<file path="src/rtl/ps_cfg_pkg.sv">
package ps_cfg_pkg;

    localparam int BYTE_BITS    = 8;
    localparam int TRAIL_PULSES = 12;
    localparam int SHIFT_W      = (TRAIL_PULSES > BYTE_BITS) ? TRAIL_PULSES : BYTE_BITS;
    localparam int NBITS_W      = $clog2(SHIFT_W + 1);

    typedef enum logic [2:0] {
        ST_IDLE,
        ST_REQ,
        ST_SETTLE,
        ST_POLL,
        ST_SHIFT,
        ST_CHECK,
        ST_TRAIL
    } cfg_state_e;

    typedef enum logic [1:0] {
        FC_NONE      = 2'd0,
        FC_NO_STATUS = 2'd1,
        FC_TIMEOUT   = 2'd2,
        FC_BOOT      = 2'd3
    } fail_code_e;

    typedef struct packed {
        logic [SHIFT_W-1:0] word;
        logic [NBITS_W-1:0] nbits;
    } shift_cmd_t;

    function automatic int us_to_cycles(input int hz, input int us);
        return (hz / 1_000_000) * us;
    endfunction

endpackage

</file>
<file path="src/rtl/ps_cfg_delay.sv">
module ps_cfg_delay #(
    parameter int W = 8
) (
    input  logic         clk,
    input  logic         rst,
    input  logic         load_i,
    input  logic [W-1:0] val_i,
    output logic         expired_o
);

    logic [W-1:0] cnt_q;

    always_ff @(posedge clk) begin
        if (rst)
            cnt_q <= '0;
        else if (load_i)
            cnt_q <= val_i;
        else if (cnt_q != '0)
            cnt_q <= cnt_q - 1'b1;
    end

    assign expired_o = (cnt_q == '0);

endmodule

</file>
<file path="src/rtl/ps_cfg_shifter.sv">
module ps_cfg_shifter
    import ps_cfg_pkg::*;
#(
    parameter int HALF_CYC = 1
) (
    input  logic       clk,
    input  logic       rst,
    input  logic       load_i,
    input  shift_cmd_t cmd_i,
    output logic       idle_o,
    output logic       sclk_o,
    output logic       sdata_o
);

    localparam int DW = (HALF_CYC > 1) ? $clog2(HALF_CYC) : 1;
    localparam logic [DW-1:0] DIV_LAST = DW'(HALF_CYC - 1);

    logic               active_q;
    logic               high_q;
    logic [DW-1:0]      div_q;
    logic [NBITS_W-1:0] left_q;
    logic [SHIFT_W-1:0] sreg_q;
    logic               sclk_q;
    logic               sdata_q;

    always_ff @(posedge clk) begin
        if (rst) begin
            active_q <= 1'b0;
            high_q   <= 1'b0;
            div_q    <= '0;
            left_q   <= '0;
            sreg_q   <= '0;
            sclk_q   <= 1'b0;
            sdata_q  <= 1'b0;
        end else if (!active_q) begin
            if (load_i) begin
                active_q <= 1'b1;
                high_q   <= 1'b0;
                div_q    <= DIV_LAST;
                left_q   <= cmd_i.nbits;
                sreg_q   <= cmd_i.word;
                sdata_q  <= cmd_i.word[0];
                sclk_q   <= 1'b0;
            end
        end else if (div_q != '0) begin
            div_q <= div_q - 1'b1;
        end else if (!high_q) begin
            high_q <= 1'b1;
            sclk_q <= 1'b1;
            div_q  <= DIV_LAST;
        end else begin
            high_q <= 1'b0;
            sclk_q <= 1'b0;
            div_q  <= DIV_LAST;
            left_q <= left_q - 1'b1;
            if (left_q == NBITS_W'(1)) begin
                active_q <= 1'b0;
                sdata_q  <= 1'b0;
            end else begin
                sreg_q  <= sreg_q >> 1;
                sdata_q <= sreg_q[1];
            end
        end
    end

    assign idle_o  = !active_q;
    assign sclk_o  = sclk_q;
    assign sdata_o = sdata_q;

    // the data line holds still across a high clock phase
    p_data_stable_high_r5: assert property (@(posedge clk) disable iff (rst)
        (sclk_q && $past(sclk_q)) |-> $stable(sdata_q));

    // an idle serializer never leaves the clock high
    p_idle_clock_low_r6: assert property (@(posedge clk) disable iff (rst)
        (!active_q) |-> !sclk_q);

endmodule

</file>
<file path="src/rtl/ps_cfg_master.sv">
module ps_cfg_master
    import ps_cfg_pkg::*;
#(
    parameter int CLK_FREQ_HZ = 100_000_000,
    parameter int HOLD_US     = 2,
    parameter int TIMEOUT_US  = 100_000,
    parameter int HALF_CYC    = 1
) (
    input  logic       clk,
    input  logic       rst,
    input  logic       start_i,
    input  logic       s_valid_i,
    input  logic [7:0] s_data_i,
    input  logic       s_last_i,
    output logic       s_ready_o,
    input  logic       stat_n_i,
    input  logic       cfg_done_i,
    output logic       cfg_req_n_o,
    output logic       ser_clk_o,
    output logic       ser_data_o,
    output logic       busy_o,
    output logic       success_o,
    output logic [1:0] fail_code_o
);

    localparam int HOLD_CYC = us_to_cycles(CLK_FREQ_HZ, HOLD_US) + 1;
    localparam int TMO_CYC  = us_to_cycles(CLK_FREQ_HZ, TIMEOUT_US);
    localparam int MAX_CYC  = (HOLD_CYC > TMO_CYC) ? HOLD_CYC : TMO_CYC;
    localparam int TW       = $clog2(MAX_CYC + 1);

    cfg_state_e st_q, st_d;
    fail_code_e code_q, code_d;
    logic       ok_q, ok_d;
    logic       last_q, last_d;

    logic          tmr_load;
    logic [TW-1:0] tmr_val;
    logic          tmr_exp;

    logic       sh_load;
    shift_cmd_t sh_cmd;
    logic       sh_idle;

    logic ready;
    logic take;

    ps_cfg_delay #(.W(TW)) u_delay (
        .clk       (clk),
        .rst       (rst),
        .load_i    (tmr_load),
        .val_i     (tmr_val),
        .expired_o (tmr_exp)
    );

    ps_cfg_shifter #(.HALF_CYC(HALF_CYC)) u_shift (
        .clk     (clk),
        .rst     (rst),
        .load_i  (sh_load),
        .cmd_i   (sh_cmd),
        .idle_o  (sh_idle),
        .sclk_o  (ser_clk_o),
        .sdata_o (ser_data_o)
    );

    assign ready = (st_q == ST_SHIFT) && sh_idle && !last_q;
    assign take  = ready && s_valid_i;

    always_comb begin
        st_d     = st_q;
        code_d   = code_q;
        ok_d     = ok_q;
        last_d   = last_q;
        tmr_load = 1'b0;
        tmr_val  = '0;
        sh_load  = 1'b0;
        sh_cmd   = '0;
        case (st_q)
            ST_IDLE: begin
                if (start_i) begin
                    st_d     = ST_REQ;
                    tmr_load = 1'b1;
                    tmr_val  = TW'(HOLD_CYC);
                    code_d   = FC_NONE;
                    ok_d     = 1'b0;
                    last_d   = 1'b0;
                end
            end
            ST_REQ: begin
                if (tmr_exp) begin
                    if (stat_n_i) begin
                        st_d   = ST_IDLE;
                        code_d = FC_NO_STATUS;
                    end else begin
                        st_d     = ST_SETTLE;
                        tmr_load = 1'b1;
                        tmr_val  = TW'(HOLD_CYC);
                    end
                end
            end
            ST_SETTLE: begin
                if (tmr_exp) begin
                    st_d     = ST_POLL;
                    tmr_load = 1'b1;
                    tmr_val  = TW'(TMO_CYC);
                end
            end
            ST_POLL: begin
                if (stat_n_i) begin
                    st_d = ST_SHIFT;
                end else if (tmr_exp) begin
                    st_d   = ST_IDLE;
                    code_d = FC_TIMEOUT;
                end
            end
            ST_SHIFT: begin
                if (take) begin
                    sh_load      = 1'b1;
                    sh_cmd.word  = SHIFT_W'(s_data_i);
                    sh_cmd.nbits = NBITS_W'(BYTE_BITS);
                    last_d       = s_last_i;
                end else if (last_q && sh_idle) begin
                    st_d = ST_CHECK;
                end
            end
            ST_CHECK: begin
                if (cfg_done_i) begin
                    st_d         = ST_TRAIL;
                    sh_load      = 1'b1;
                    sh_cmd.word  = '0;
                    sh_cmd.nbits = NBITS_W'(TRAIL_PULSES);
                end else begin
                    st_d   = ST_IDLE;
                    code_d = FC_BOOT;
                end
            end
            ST_TRAIL: begin
                if (sh_idle) begin
                    st_d = ST_IDLE;
                    ok_d = 1'b1;
                end
            end
            default: st_d = ST_IDLE;
        endcase
    end

    always_ff @(posedge clk) begin
        if (rst) begin
            st_q   <= ST_IDLE;
            code_q <= FC_NONE;
            ok_q   <= 1'b0;
            last_q <= 1'b0;
        end else begin
            st_q   <= st_d;
            code_q <= code_d;
            ok_q   <= ok_d;
            last_q <= last_d;
        end
    end

    assign cfg_req_n_o = (st_q != ST_REQ);
    assign busy_o      = (st_q != ST_IDLE);
    assign s_ready_o   = ready;
    assign success_o   = ok_q;
    assign fail_code_o = code_q;

    // Checker state: request low length and trailing pulse count
    logic [TW:0] low_cnt_q;
    logic [3:0]  trail_q;
    logic        sclk_d_q;

    always_ff @(posedge clk) begin
        if (rst) begin
            low_cnt_q <= '0;
            trail_q   <= '0;
            sclk_d_q  <= 1'b0;
        end else begin
            low_cnt_q <= cfg_req_n_o ? '0 : low_cnt_q + 1'b1;
            sclk_d_q  <= ser_clk_o;
            if (st_q == ST_CHECK)
                trail_q <= '0;
            else if (ser_clk_o && !sclk_d_q)
                trail_q <= trail_q + 1'b1;
        end
    end

    // the request pulse is never shorter than the hold time
    p_req_hold_r2: assert property (@(posedge clk) disable iff (rst)
        $rose(cfg_req_n_o) |-> (low_cnt_q >= (TW+1)'(HOLD_CYC)));

    // bytes are never offered while a bit's high phase is on the wire
    p_ready_clock_low_r7: assert property (@(posedge clk) disable iff (rst)
        s_ready_o |-> (!ser_clk_o && cfg_req_n_o));

    // success follows exactly the fixed trailing burst
    p_trail_count_r9: assert property (@(posedge clk) disable iff (rst)
        $rose(ok_q) |-> (trail_q == 4'(TRAIL_PULSES)));

    // a held failure code goes with a quiet, idle link
    p_fail_quiet_r10: assert property (@(posedge clk) disable iff (rst)
        (code_q != FC_NONE) |-> (cfg_req_n_o && !ser_clk_o && !ser_data_o && !busy_o));

    // a new request pulse only starts from idle
    p_single_request_r11: assert property (@(posedge clk) disable iff (rst)
        $fell(cfg_req_n_o) |-> $past(!busy_o));

endmodule

</file>
<file path="config.mk">
export PLATFORM = sky130hd
export DESIGN_NAME = ps_cfg_master
export DESIGN_NICKNAME = d
export VERILOG_FILES = /design/src/rtl/ps_cfg_pkg.sv /design/src/rtl/ps_cfg_delay.sv /design/src/rtl/ps_cfg_shifter.sv /design/src/rtl/ps_cfg_master.sv
export SDC_FILE = /design/constraint.sdc
export NUM_CORES = 1
export LEC_CHECK = 0
export BUFFER_PORTS_ARGS = -buffer_cell sky130_fd_sc_hd__buf_2
export CAP_MARGIN = 20
export CORE_ASPECT_RATIO = 0.6
export CORE_MARGIN = 1.5
export CORE_UTILIZATION = 64
export DETAILED_ROUTE_END_ITERATION = 8
export GPL_TIMING_DRIVEN = 1
export PLACE_DENSITY = 0.85
export SLEW_MARGIN = 20
export SYNTH_ARGS = -nofsm -noshare
export SYNTH_HDL_FRONTEND = slang
export SYNTH_SLANG_ARGS = --single-unit
</file>
<file path="constraint.sdc">
create_clock -name clk -period 5 [get_ports clk]
set_input_delay 1 -clock clk [delete_from_list [all_inputs] [get_ports clk]]
set_output_delay 1 -clock clk [all_outputs]
set_load 0.01 [all_outputs]
</file>
== Word level (Yosys, flattened, before mapping) ==
Cells that the tools add are included.
Storage, ports and cells
  register bits: 51
  input bits: 15
  bits in latches: 0
  bits in writable memories: 0
  output and inout port bits: 8
  bits in read-only memories: 0
  memories kept: 0
  word-level logic and storage cells: 125
Operators by class
  bitwise gates (word level): 0
  shift-type cells: 0
  $add $sub $neg: 3
  multipliers: 0
  magnitude comparators: 0
  eq/ne operators: 23
  divide/modulo/power cells: 0
  reduce and logical (&&, ||, !) cells: 22
  multiplexer cells: 66
Operators with widths (number)
  $mux W12: 6
  $mux W24: 3
  $pmux W24 S3: 1
  $mux W3: 9
  $ne A2 B2 Y1 const B: 13
  $mux W1: 25
  $logic_not A24 Y1: 1
  $mux W8: 3
  $pmux W12 S2: 1
  $reduce_bool A24 Y1: 1
  $sub A24 B1 Y24 const B: 1
  $pmux W3 S7: 1
  $mux W4: 5
  $mux W2: 7
  $reduce_and A7 Y1: 2
  $eq A3 B3 Y1 const B: 3
  $reduce_and A3 Y1: 3
  $pmux W2 S4: 1
  $reduce_bool A2 Y1: 4
  $eq A3 B2 Y1 const B: 2
  $pmux W1 S2: 3
  $eq A4 B1 Y1 const B: 1
  $logic_and A1 B1 Y1: 4
  $reduce_and A4 Y1: 1
  12 further kinds: 13

== Logic depth before layout (Yosys ltp) ==
Gate-level depths: netlist of the first run.
  depth in word-level cells: 8
  mapped depth: 9
  gate-level depth less buffers: 7

== Hierarchy ==
A second synthesis of the first run with hierarchy kept.
Second synthesis, totals
  cells, all modules: 346
  area total of the unflattened synthesis: 2910.3 um^2
Modules (own cells, without submodules)
  ps_cfg_delay: times used 1, sequential area each 480.5 um^2, area each 1310.0 um^2, cells an instance 161
  ps_cfg_shifter: times used 1, sequential area each 360.3 um^2, area each 989.7 um^2, cells an instance 104
  ps_cfg_master: times used 1, sequential area each 140.1 um^2, area each 610.6 um^2, cells an instance 81

== Worst setup path before layout of the first run ==
Ideal clock, no wire load.
  path kind: input to register
  from: input port stat_n_i
  to: register u_delay.cnt_q[16]
  path buffers: 1
  required time: 4.934 ns
  stages on the path: 6
  setup slack: 2.632 ns
  setup time: 0.066 ns
  arrival time: 2.302 ns
  path through: nor4b_2 > a21oi_1 > and3_1 > buf_2 > or4_4 > a21oi_2
Between the ends
  longest elaborated chain between the ends: 4
  elaborated cells on any way between the ends: 5
  classes of those cells: mux: 4; reduce/logical: 1
RTL lines
  start: declaration: RTL line ps_cfg_master.sv:16  | input logic stat_n_i,
  $mux W1 *: RTL line ps_cfg_master.sv:90  | if (stat_n_i) begin
  $mux W1 *: RTL line ps_cfg_master.sv:89  | if (tmr_exp) begin
  $pmux W1 S3 *: RTL line ps_cfg_master.sv:77  | case (st_q)
  $mux W24 / $reduce_bool A2 Y1 (equally long branches)
  end signal: assignment: RTL line ps_cfg_delay.sv:17  | cnt_q <= val_i;
  end signal: assignment: RTL line ps_cfg_delay.sv:19  | cnt_q <= cnt_q - 1'b1;
  end: declaration: RTL line ps_cfg_delay.sv:11  | logic [W-1:0] cnt_q;
Mark *: on every way between the ends. The rest lies on a longest branch, timed or not.
A chain may end at the register's enable or synchronous reset.

== Worst setup path after layout of the first run ==
  from: register u_delay.cnt_q[16]
  to: register st_q[1]
Between the ends
  longest elaborated chain between the ends: 3
  elaborated cells on any way between the ends: 5
  classes of those cells: eq/ne: 3; reduce/logical: 2
RTL lines
  $logic_not A24 Y1 *: RTL line ps_cfg_delay.sv:22  | assign expired_o = (cnt_q == '0);
  $ne A3 B3 Y1 (no source line) / $ne A2 B2 Y1 (equally long branches)
  $reduce_and A7 Y1 (no source line) *
  end signal: assignment: RTL line ps_cfg_master.sv:153  | st_q <= st_d;
  end: declaration: RTL line ps_cfg_master.sv:31  | cfg_state_e st_q, st_d;
Marked as above.

==> flow_summary.rst, run 1 <==
.. list-table::
   :header-rows: 1

   * - Metric
     - Value
   * - Status
     - finished, violations left
   * - Violations in the final reports
     - DRC
   * - Fmax
     - 357 MHz
   * - Number of I/O port buffers
     - 22
   * - Count of boundary I/O pins
     - 23
   * - Number of distinct library cells after synthesis
     - 58
   * - Cell count after synthesis
     - 312
   * - Mapped Area
     - 2600 um2
   * - Peak supply drop
     - 0.469 mV
   * - Clock latency at the later pin of the worst-skew pair
     - 300 ps
   * - Hold crit path type
     - reg2reg
   * - Hold WS
     - 487 ps
   * - Pin count of the biggest net entering global routing
     - 33
   * - Routed wire length
     - 6.53 mm
   * - Fraction of the cycle the final worst path needs
     - 0.560
   * - Relative max-transition margin
     - 0.329
   * - Number of sinks handled by clock tree synthesis
     - 45
   * - Via count of the first global-routing pass
     - 2127
   * - Setup slack, reg-to-reg
     - 2200 ps
   * - Post-route cell area
     - 2810 um2
   * - Footprint of the multi-input gates
     - 1590 um2
   * - Remaining global-route overflow
     - 0
   * - Accumulated negative setup slack
     - 0 ps
   * - Final critical path time including I/O delays and setup
     - 2800 ps
   * - Site Rows
     - 17
   * - Power density over cell area
     - 689 nW/um2
   * - Clock Pin Slew Worst Setup and Hold Paths
     - 90 ps
   * - Number of enable-type register cells in the synthesized netlist
     - 0
   * - Sequential share of the synthesized area
     - 0.347
   * - Vertical die dimension
     - 52.3 um
   * - Per-cell routed wire length
     - 17.4 um
   * - Detailed placer's ending HPWL
     - 4.62 mm
   * - Placer Congestion
     - 0.994
   * - Worst EP arrival
     - 2970 ps
   * - Drc violations
     - 2
   * - Ys Warns
     - 0
   * - Width of the chip
     - 85.2 um
   * - Cts-stage hold buffer count
     - 0
   * - Hold Vio Cnt, Final
     - 0
   * - CTS tree
     - done
   * - Slew at the pin with the worst max-slew slack
     - 999 ps
   * - Kind of start point of the critical path
     - flop
   * - Final #Nets
     - 345
   * - Number of maximum-capacitance constraint violations
     - 0
   * - Number of buffers added by the clock tree synthesis step
     - 5
   * - Final number of max-transition violations
     - 0
   * - Seq cells post-synth
     - 45
   * - Overall via count from detail_route
     - 2511
   * - Number of iterations in the first detailed-routing pass
     - 8
   * - RSZ-0062 raised after global routing
     - no
   * - Final-report setup violation count
     - 0
   * - Sequential cell area
     - 901 um2
   * - Maximum clock insertion buffer count
     - 2
   * - Crit path required time
     - 5160 ps
   * - Antenna violations before repair
     - 0
   * - Global-route wire length before repair
     - 10.7 mm
   * - Leakage power of the design
     - 1.01 nW
   * - Category of the most critical setup path
     - reg2reg
   * - Area after DPL
     - 2700 um2
   * - Core area
     - 3790 um2
   * - N_diodes
     - 0
   * - Total nets after synthesis
     - 331
   * - Overall global routing resource usage
     - 0.309
   * - Final-layout fill cell count
     - 291
   * - Starting density of the core
     - 0.686
   * - Number of violations reported at the end of detailed-routing iteration 0
     - 260
   * - Syn-to-layout area delta
     - 8.10%
   * - Post-CTS setup buffer count
     - 0
   * - Clk root buf
     - sky130_fd_sc_hd__clkbuf_8
   * - Critical path peak fanout
     - 13
   * - Critical Path End Type
     - flop
   * - Ratio of cells with drive above 1 in the final layout
     - 0.156
   * - Area of the die
     - 4460 um2
   * - Post-synth top flop
     - sky130_fd_sc_hd__dfxtp_1
   * - Number of vias per cell after detailed routing
     - 6.71
   * - Post-cts repair resize count
     - 0
   * - Syn_area_per_cell
     - 8.32 um2
   * - Post-route clock skew
     - 7.44 ps
   * - DRT antenna net count
     - 0
   * - H-Tree Level Count
     - 2
   * - Post-synth ARST share
     - 0
per-layer routing:
metal | vias to the layer above | track usage | wire length (um)
li1 | 1188 | - | -
met1 | 1164 | 0.460 | 3120
met2 | 144 | 0.443 | 2610
met3 | 15 | 0.0772 | 699
met4 | 0 | 0.0765 | 88
met5 | - | 0 | 0
path summary, 6_finish.rpt:
check,start,to,cells past startpoint
max,u_delay.cnt_q[16]$_SDFFE_PP0P_,st_q[1]$_SDFFE_PP0P_,5
min,u_shift.sreg_q[7]$_SDFFE_PP0P_,u_shift.sreg_q[7]$_SDFFE_PP0P_,2
min reg2reg,u_shift.sreg_q[7]$_SDFFE_PP0P_,u_shift.sreg_q[7]$_SDFFE_PP0P_,2
max reg2reg,u_delay.cnt_q[16]$_SDFFE_PP0P_,st_q[1]$_SDFFE_PP0P_,5
cell usage after synthesis, drive strengths merged, types with 9 or more instances:
| cell | n | area, um2 |
|---|---|---|
| buf | 9 | 51.3 |
| dfxtp | 45 | 901 |
| a211oi | 10 | 75.1 |
| nor2 | 35 | 139 |
| o21ai | 12 | 60.1 |
| nor3 | 11 | 55.1 |
| nand3 | 16 | 80.1 |
| nand2 | 19 | 71.3 |
| a21oi | 26 | 138 |
final cells by class:
| class | count | area share |
|---|---|---|
| well taps | 47 | 0.0210 |
| repair buffers | 23 | 0.0419 |
| clock buffers | 6 | 0.0259 |
| flip-flops and latches | 45 | 0.321 |
| clock inverters | 2 | 0.0138 |
| multi-input cells | 244 | 0.567 |
| inverters | 7 | 0.00936 |
registers in the layout, indices dropped and copies added (netlist names):
name,count
fail_code_o,2
last_q,1
st_q,3
success_o,1
u_delay.cnt_q,24
u_shift.active_q,1
u_shift.left_q,4
u_shift.sclk_o,1
u_shift.sdata_o,1
u_shift.sreg_q,7
worst max-delay path, cell delays in order (launching register included):
cell and delay, ps:
sky130_fd_sc_hd__dfxtp_1 360, sky130_fd_sc_hd__or4_4 590, sky130_fd_sc_hd__nor4_2 770, sky130_fd_sc_hd__nand2_1 390, sky130_fd_sc_hd__a2111oi_0 480, sky130_fd_sc_hd__a211oi_1 90
power breakdown:
group,internal [mW],switching [mW]
registers,0.451,0.167
clock network,0.150,0.125
logic,0.405,0.635
total,1.01,0.927
stage by stage:
stage	utilization	setup WS, ps	cells	total power [mW]
after detailed placement	0.712	2270	366	1.61
after floorplan	-	2630	312	1.42
final	0.741	2200	374	1.93
after CTS	0.741	2280	374	1.90
after global routing	0.741	1990	374	2.06
after global placement	0.712	2340	366	1.60
layout by cell type (no fill, tap or decap), types with 3 or more instances in the layout:
cell                       instances
sky130_fd_sc_hd__dfxtp_1          45
sky130_fd_sc_hd__nor2b_1           4
sky130_fd_sc_hd__or3_1             4
sky130_fd_sc_hd__clkbuf_8          5
sky130_fd_sc_hd__or2_2             4
sky130_fd_sc_hd__xor2_1            7
sky130_fd_sc_hd__nor4_1            3
sky130_fd_sc_hd__nor3_1           11
sky130_fd_sc_hd__nand4b_1          3
sky130_fd_sc_hd__a211oi_1         10
sky130_fd_sc_hd__nand2b_1          7
sky130_fd_sc_hd__a21oi_1          24
sky130_fd_sc_hd__ha_1              4
sky130_fd_sc_hd__a22oi_1           6
sky130_fd_sc_hd__o21ai_0          10
sky130_fd_sc_hd__nand3_1          16
sky130_fd_sc_hd__nor3b_1           3
sky130_fd_sc_hd__or4_4             3
sky130_fd_sc_hd__buf_2            22
sky130_fd_sc_hd__inv_1             7
sky130_fd_sc_hd__nor4_4            3
sky130_fd_sc_hd__nor2_1           34
sky130_fd_sc_hd__nand2_1          19
sky130_fd_sc_hd__nand3b_1          4
sky130_fd_sc_hd__xnor2_1           7
sky130_fd_sc_hd__o31ai_1           3
sky130_fd_sc_hd__a31oi_1           6
sky130_fd_sc_hd__and3_1            4
sky130_fd_sc_hd__nand4_1           5
logic make-up (layout without fill, tap and decap cells):
kind of cell	count (synthesis)	in the layout	synth area share
AO/OA/AOI/OAI	81	81	0.203
adder cells (fa/ha/maj)	4	4	0.0193
flip-flops	45	45	0.347
multiplexers	2	2	0.00771
AND/OR/NAND/NOR	143	143	0.335
buffers and inverters	23	38	0.0400
XOR/XNOR	14	14	0.0472
Note: power is estimated with default switching activity, not from simulation.
==> run 2: changes to the inputs <==
CORE_UTILIZATION = 53   (was 64)
PLACE_DENSITY = 0.75   (was 0.85)
clock period = 2.25 ns   (was 5 ns; I/O delays follow)
==> run 2 against run 1 <==
  * The flow now finishes without violations
  * Highest routed layer unchanged
  * Non-clock buffer count increased by 24
  * Critical path type unchanged
  * Largest cell class unchanged
  * Fmax increased by 28%
  * Clock skew increased by 4.7 ps
  * First-iteration DRC count decreased by 28%
==> flow_summary.rst, run 2 (synthesis gave the netlist of run 1 again) <==
.. list-table::
   :header-rows: 1

   * - Metric
     - Value
   * - Maximum clock insertion buffer count
     - 2 (unchanged)
   * - Hold path startpoint
     - s_data_i[7]
   * - Global-route wire length before repair
     - 11.3 mm (+6.4%)
   * - Vertical die dimension
     - 57.2 um (+9.3%)
   * - Master of the slowest instance on the critical path
     - sky130_fd_sc_hd__or4_4
   * - Slew at the pin with the worst max-slew slack
     - 637 ps (-362 ps)
   * - Core area
     - 4640 um2 (+22%)
   * - Area of the die
     - 5340 um2 (+20%)
   * - Remaining global-route overflow
     - 0 (unchanged)
   * - Peak supply drop
     - 1.01 mV (+120%)
   * - Final critical path time including I/O delays and setup
     - 2190 ps (-617 ps)
   * - Worst EP arrival
     - 2420 ps (-550 ps)
   * - Number of maximum-capacitance constraint violations
     - 0 (unchanged)
   * - Drc violations
     - 0 (-2)
   * - Hold crit path type
     - in2reg
   * - Number of sinks handled by clock tree synthesis
     - 45 (unchanged)
   * - Pin count of the biggest net entering global routing
     - 33 (unchanged)
   * - Clock latency at the later pin of the worst-skew pair
     - 300 ps (about the same)
   * - Number of buffers added by the clock tree synthesis step
     - 5 (unchanged)
   * - Area after DPL
     - 2910 um2 (+7.9%)
   * - Count of boundary I/O pins
     - 23 (unchanged)
   * - Number of vias per cell after detailed routing
     - 6.15 (-8.4%)
   * - Leakage power of the design
     - 1.13 nW (+12%)
   * - Hold WS
     - 382 ps (-105 ps)
   * - Largest registers
     - u_delay.cnt_q x24, u_shift.sreg_q x7, u_shift.left_q x4
   * - Power density over cell area
     - 1550 nW/um2 (+130%)
   * - Crit. Startpoint
     - u_delay.cnt_q[0]$_SDFFE_PP0P_
   * - Accumulated negative setup slack
     - 0 ps (unchanged)
   * - Ratio of cells with drive above 1 in the final layout
     - 0.219 (+0.0634)
   * - Category of the most critical setup path
     - reg2reg
   * - Longest individual stage delay on the worst path
     - 500 ps (-270 ps)
   * - Post-CTS setup buffer count
     - 0 (unchanged)
   * - Sequential cell area
     - 901 um2 (unchanged)
   * - Routed wire length
     - 6.77 mm (+3.8%)
   * - Detailed placer's ending HPWL
     - 5.13 mm (+11%)
   * - Beginning of the worst register-to-register path
     - u_delay.cnt_q[0]$_SDFFE_PP0P_
   * - Syn-to-layout area delta
     - 16.5%
   * - Number of violations reported at the end of detailed-routing iteration 0
     - 187 (-28%)
   * - Starting density of the core
     - 0.560 (-0.126)
   * - RSZ-0062 raised after global routing
     - no
   * - Final-report setup violation count
     - 0 (unchanged)
   * - Relative max-transition margin
     - 0.572 (+0.244)
   * - Biggest register
     - u_delay.cnt_q
   * - Site Rows
     - 19 (+2)
   * - Final-layout fill cell count
     - 412 (+42%)
   * - Via count of the first global-routing pass
     - 2288 (+7.6%)
   * - DRT antenna net count
     - 0 (unchanged)
   * - Overall global routing resource usage
     - 0.274 (-0.0356)
   * - H-Tree Level Count
     - 2 (unchanged)
   * - Footprint of the multi-input gates
     - 1600 um2 (+0.31%)
   * - Placer Congestion
     - 0.993 (about the same)
   * - Status
     - complete, no violations
   * - Number of iterations in the first detailed-routing pass
     - 4 (-4)
   * - Kind of start point of the critical path
     - flop
   * - Clk root buf
     - sky130_fd_sc_hd__clkbuf_8
   * - Hold Vio Cnt, Final
     - 0 (unchanged)
   * - Width of the chip
     - 93.4 um (+9.5%)
   * - Fraction of the cycle the final worst path needs
     - 0.971 (+0.411)
   * - Post-route cell area
     - 3020 um2 (+7.8%)
   * - N_diodes
     - 0 (unchanged)
   * - Overall via count from detail_route
     - 2546 (+1.4%)
   * - Clock Pin Slew Worst Setup and Hold Paths
     - 90 ps (about the same)
   * - Cells traversed along the worst timing path
     - inv_1 -> ha_1 -> nor4b_2 -> and4_1 -> and3_2 -> or4_4 -> a21oi_2
   * - Critical Path End Type
     - flop
   * - Antenna violations before repair
     - 0 (unchanged)
   * - CTS tree
     - done
   * - Post-route clock skew
     - 12.1 ps (+4.67 ps)
   * - Commonest non-fill, non-tap cell in the layout
     - sky130_fd_sc_hd__dfxtp_1
   * - Number of I/O port buffers
     - 22 (unchanged)
   * - Critical path peak fanout
     - 8 (-5)
   * - Number of flip-flops in the largest register
     - 24 (unchanged)
   * - Final #Nets
     - 369 (+7.0%)
   * - Per-cell routed wire length
     - 16.4 um (-6.3%)
   * - Commonest cells after routing, fill and taps aside
     - 45 x sky130_fd_sc_hd__dfxtp_1, 34 x sky130_fd_sc_hd__nor2_1, 24 x sky130_fd_sc_hd__buf_4
   * - Fmax
     - 458 MHz (+28%)
   * - Final number of max-transition violations
     - 0 (unchanged)
   * - Crit path required time
     - 2480 ps (-2680 ps)
## run 2: path summary, 6_finish.rpt
path / cells after the start / endpoint / slack (ps)
worst min register to register: 1 / u_shift.left_q[3]$_SDFFE_PP0P_ / 470
worst max-delay path: 7 / u_delay.cnt_q[16]$_SDFFE_PP0P_ / 60
worst max register to register: 7 / u_delay.cnt_q[16]$_SDFFE_PP0P_ / 60
worst min-delay path: 3 / u_shift.sreg_q[7]$_SDFFE_PP0P_ / 380
## run 2: per-layer routing
metal	track usage	share of wire
met1	0.418	0.51
met2	0.376	0.40
met3	0.0707	0.085
met4	0.0736	0.0084
met5	0	0
## run 2: repair_timing
| item | CTS | global route |
|---|---|---|
| hold buffers | 0 | 0 |
| endpoints found under the setup margin | 0 | 8 |
| gates resized for setup | 0 | 2 |
## run 2: stage by stage
stage          cells  utilization  worst slack [ps]  power, mW
5_1_grt          414        0.652              14.5       5.01
3_3_place_gp     406        0.627               192       3.95
4_1_cts          414        0.651              80.3       4.63
2_1_floorplan    312            -               142       3.16
3_5_place_dp     406        0.627               121       4.01
6_report         414        0.652              64.7       4.69
## run 2: worst max-delay path, delay by kind of cell (launching register included)
| kind | cells | cell delay (ps) |
|---|---|---|
| AND/OR/NAND/NOR | 4 | 1230 |
| AO/OA/AOI/OAI | 1 | 140 |
| adder cells (fa/ha/maj) | 1 | 230 |
| flip-flops | 1 | 420 |
| buffers and inverters | 1 | 110 |
## run 2: layout make-up
class                      count  share of cell area
tap                           63              0.0261
clock buffer                   6              0.0240
clock inverter                 2              0.0128
multi-input combinational    244               0.528
sequential                    45               0.298
timing repair buffer          47               0.103
inverter                       7             0.00869
## run 2: where the power goes
| part | switching [mW] | internal, mW |
|---|---|---|
| Combinational | 1.54 | 1.20 |
| Sequential | 0.326 | 1.00 |
| Clock | 0.281 | 0.334 |
| Total | 2.15 | 2.54 |
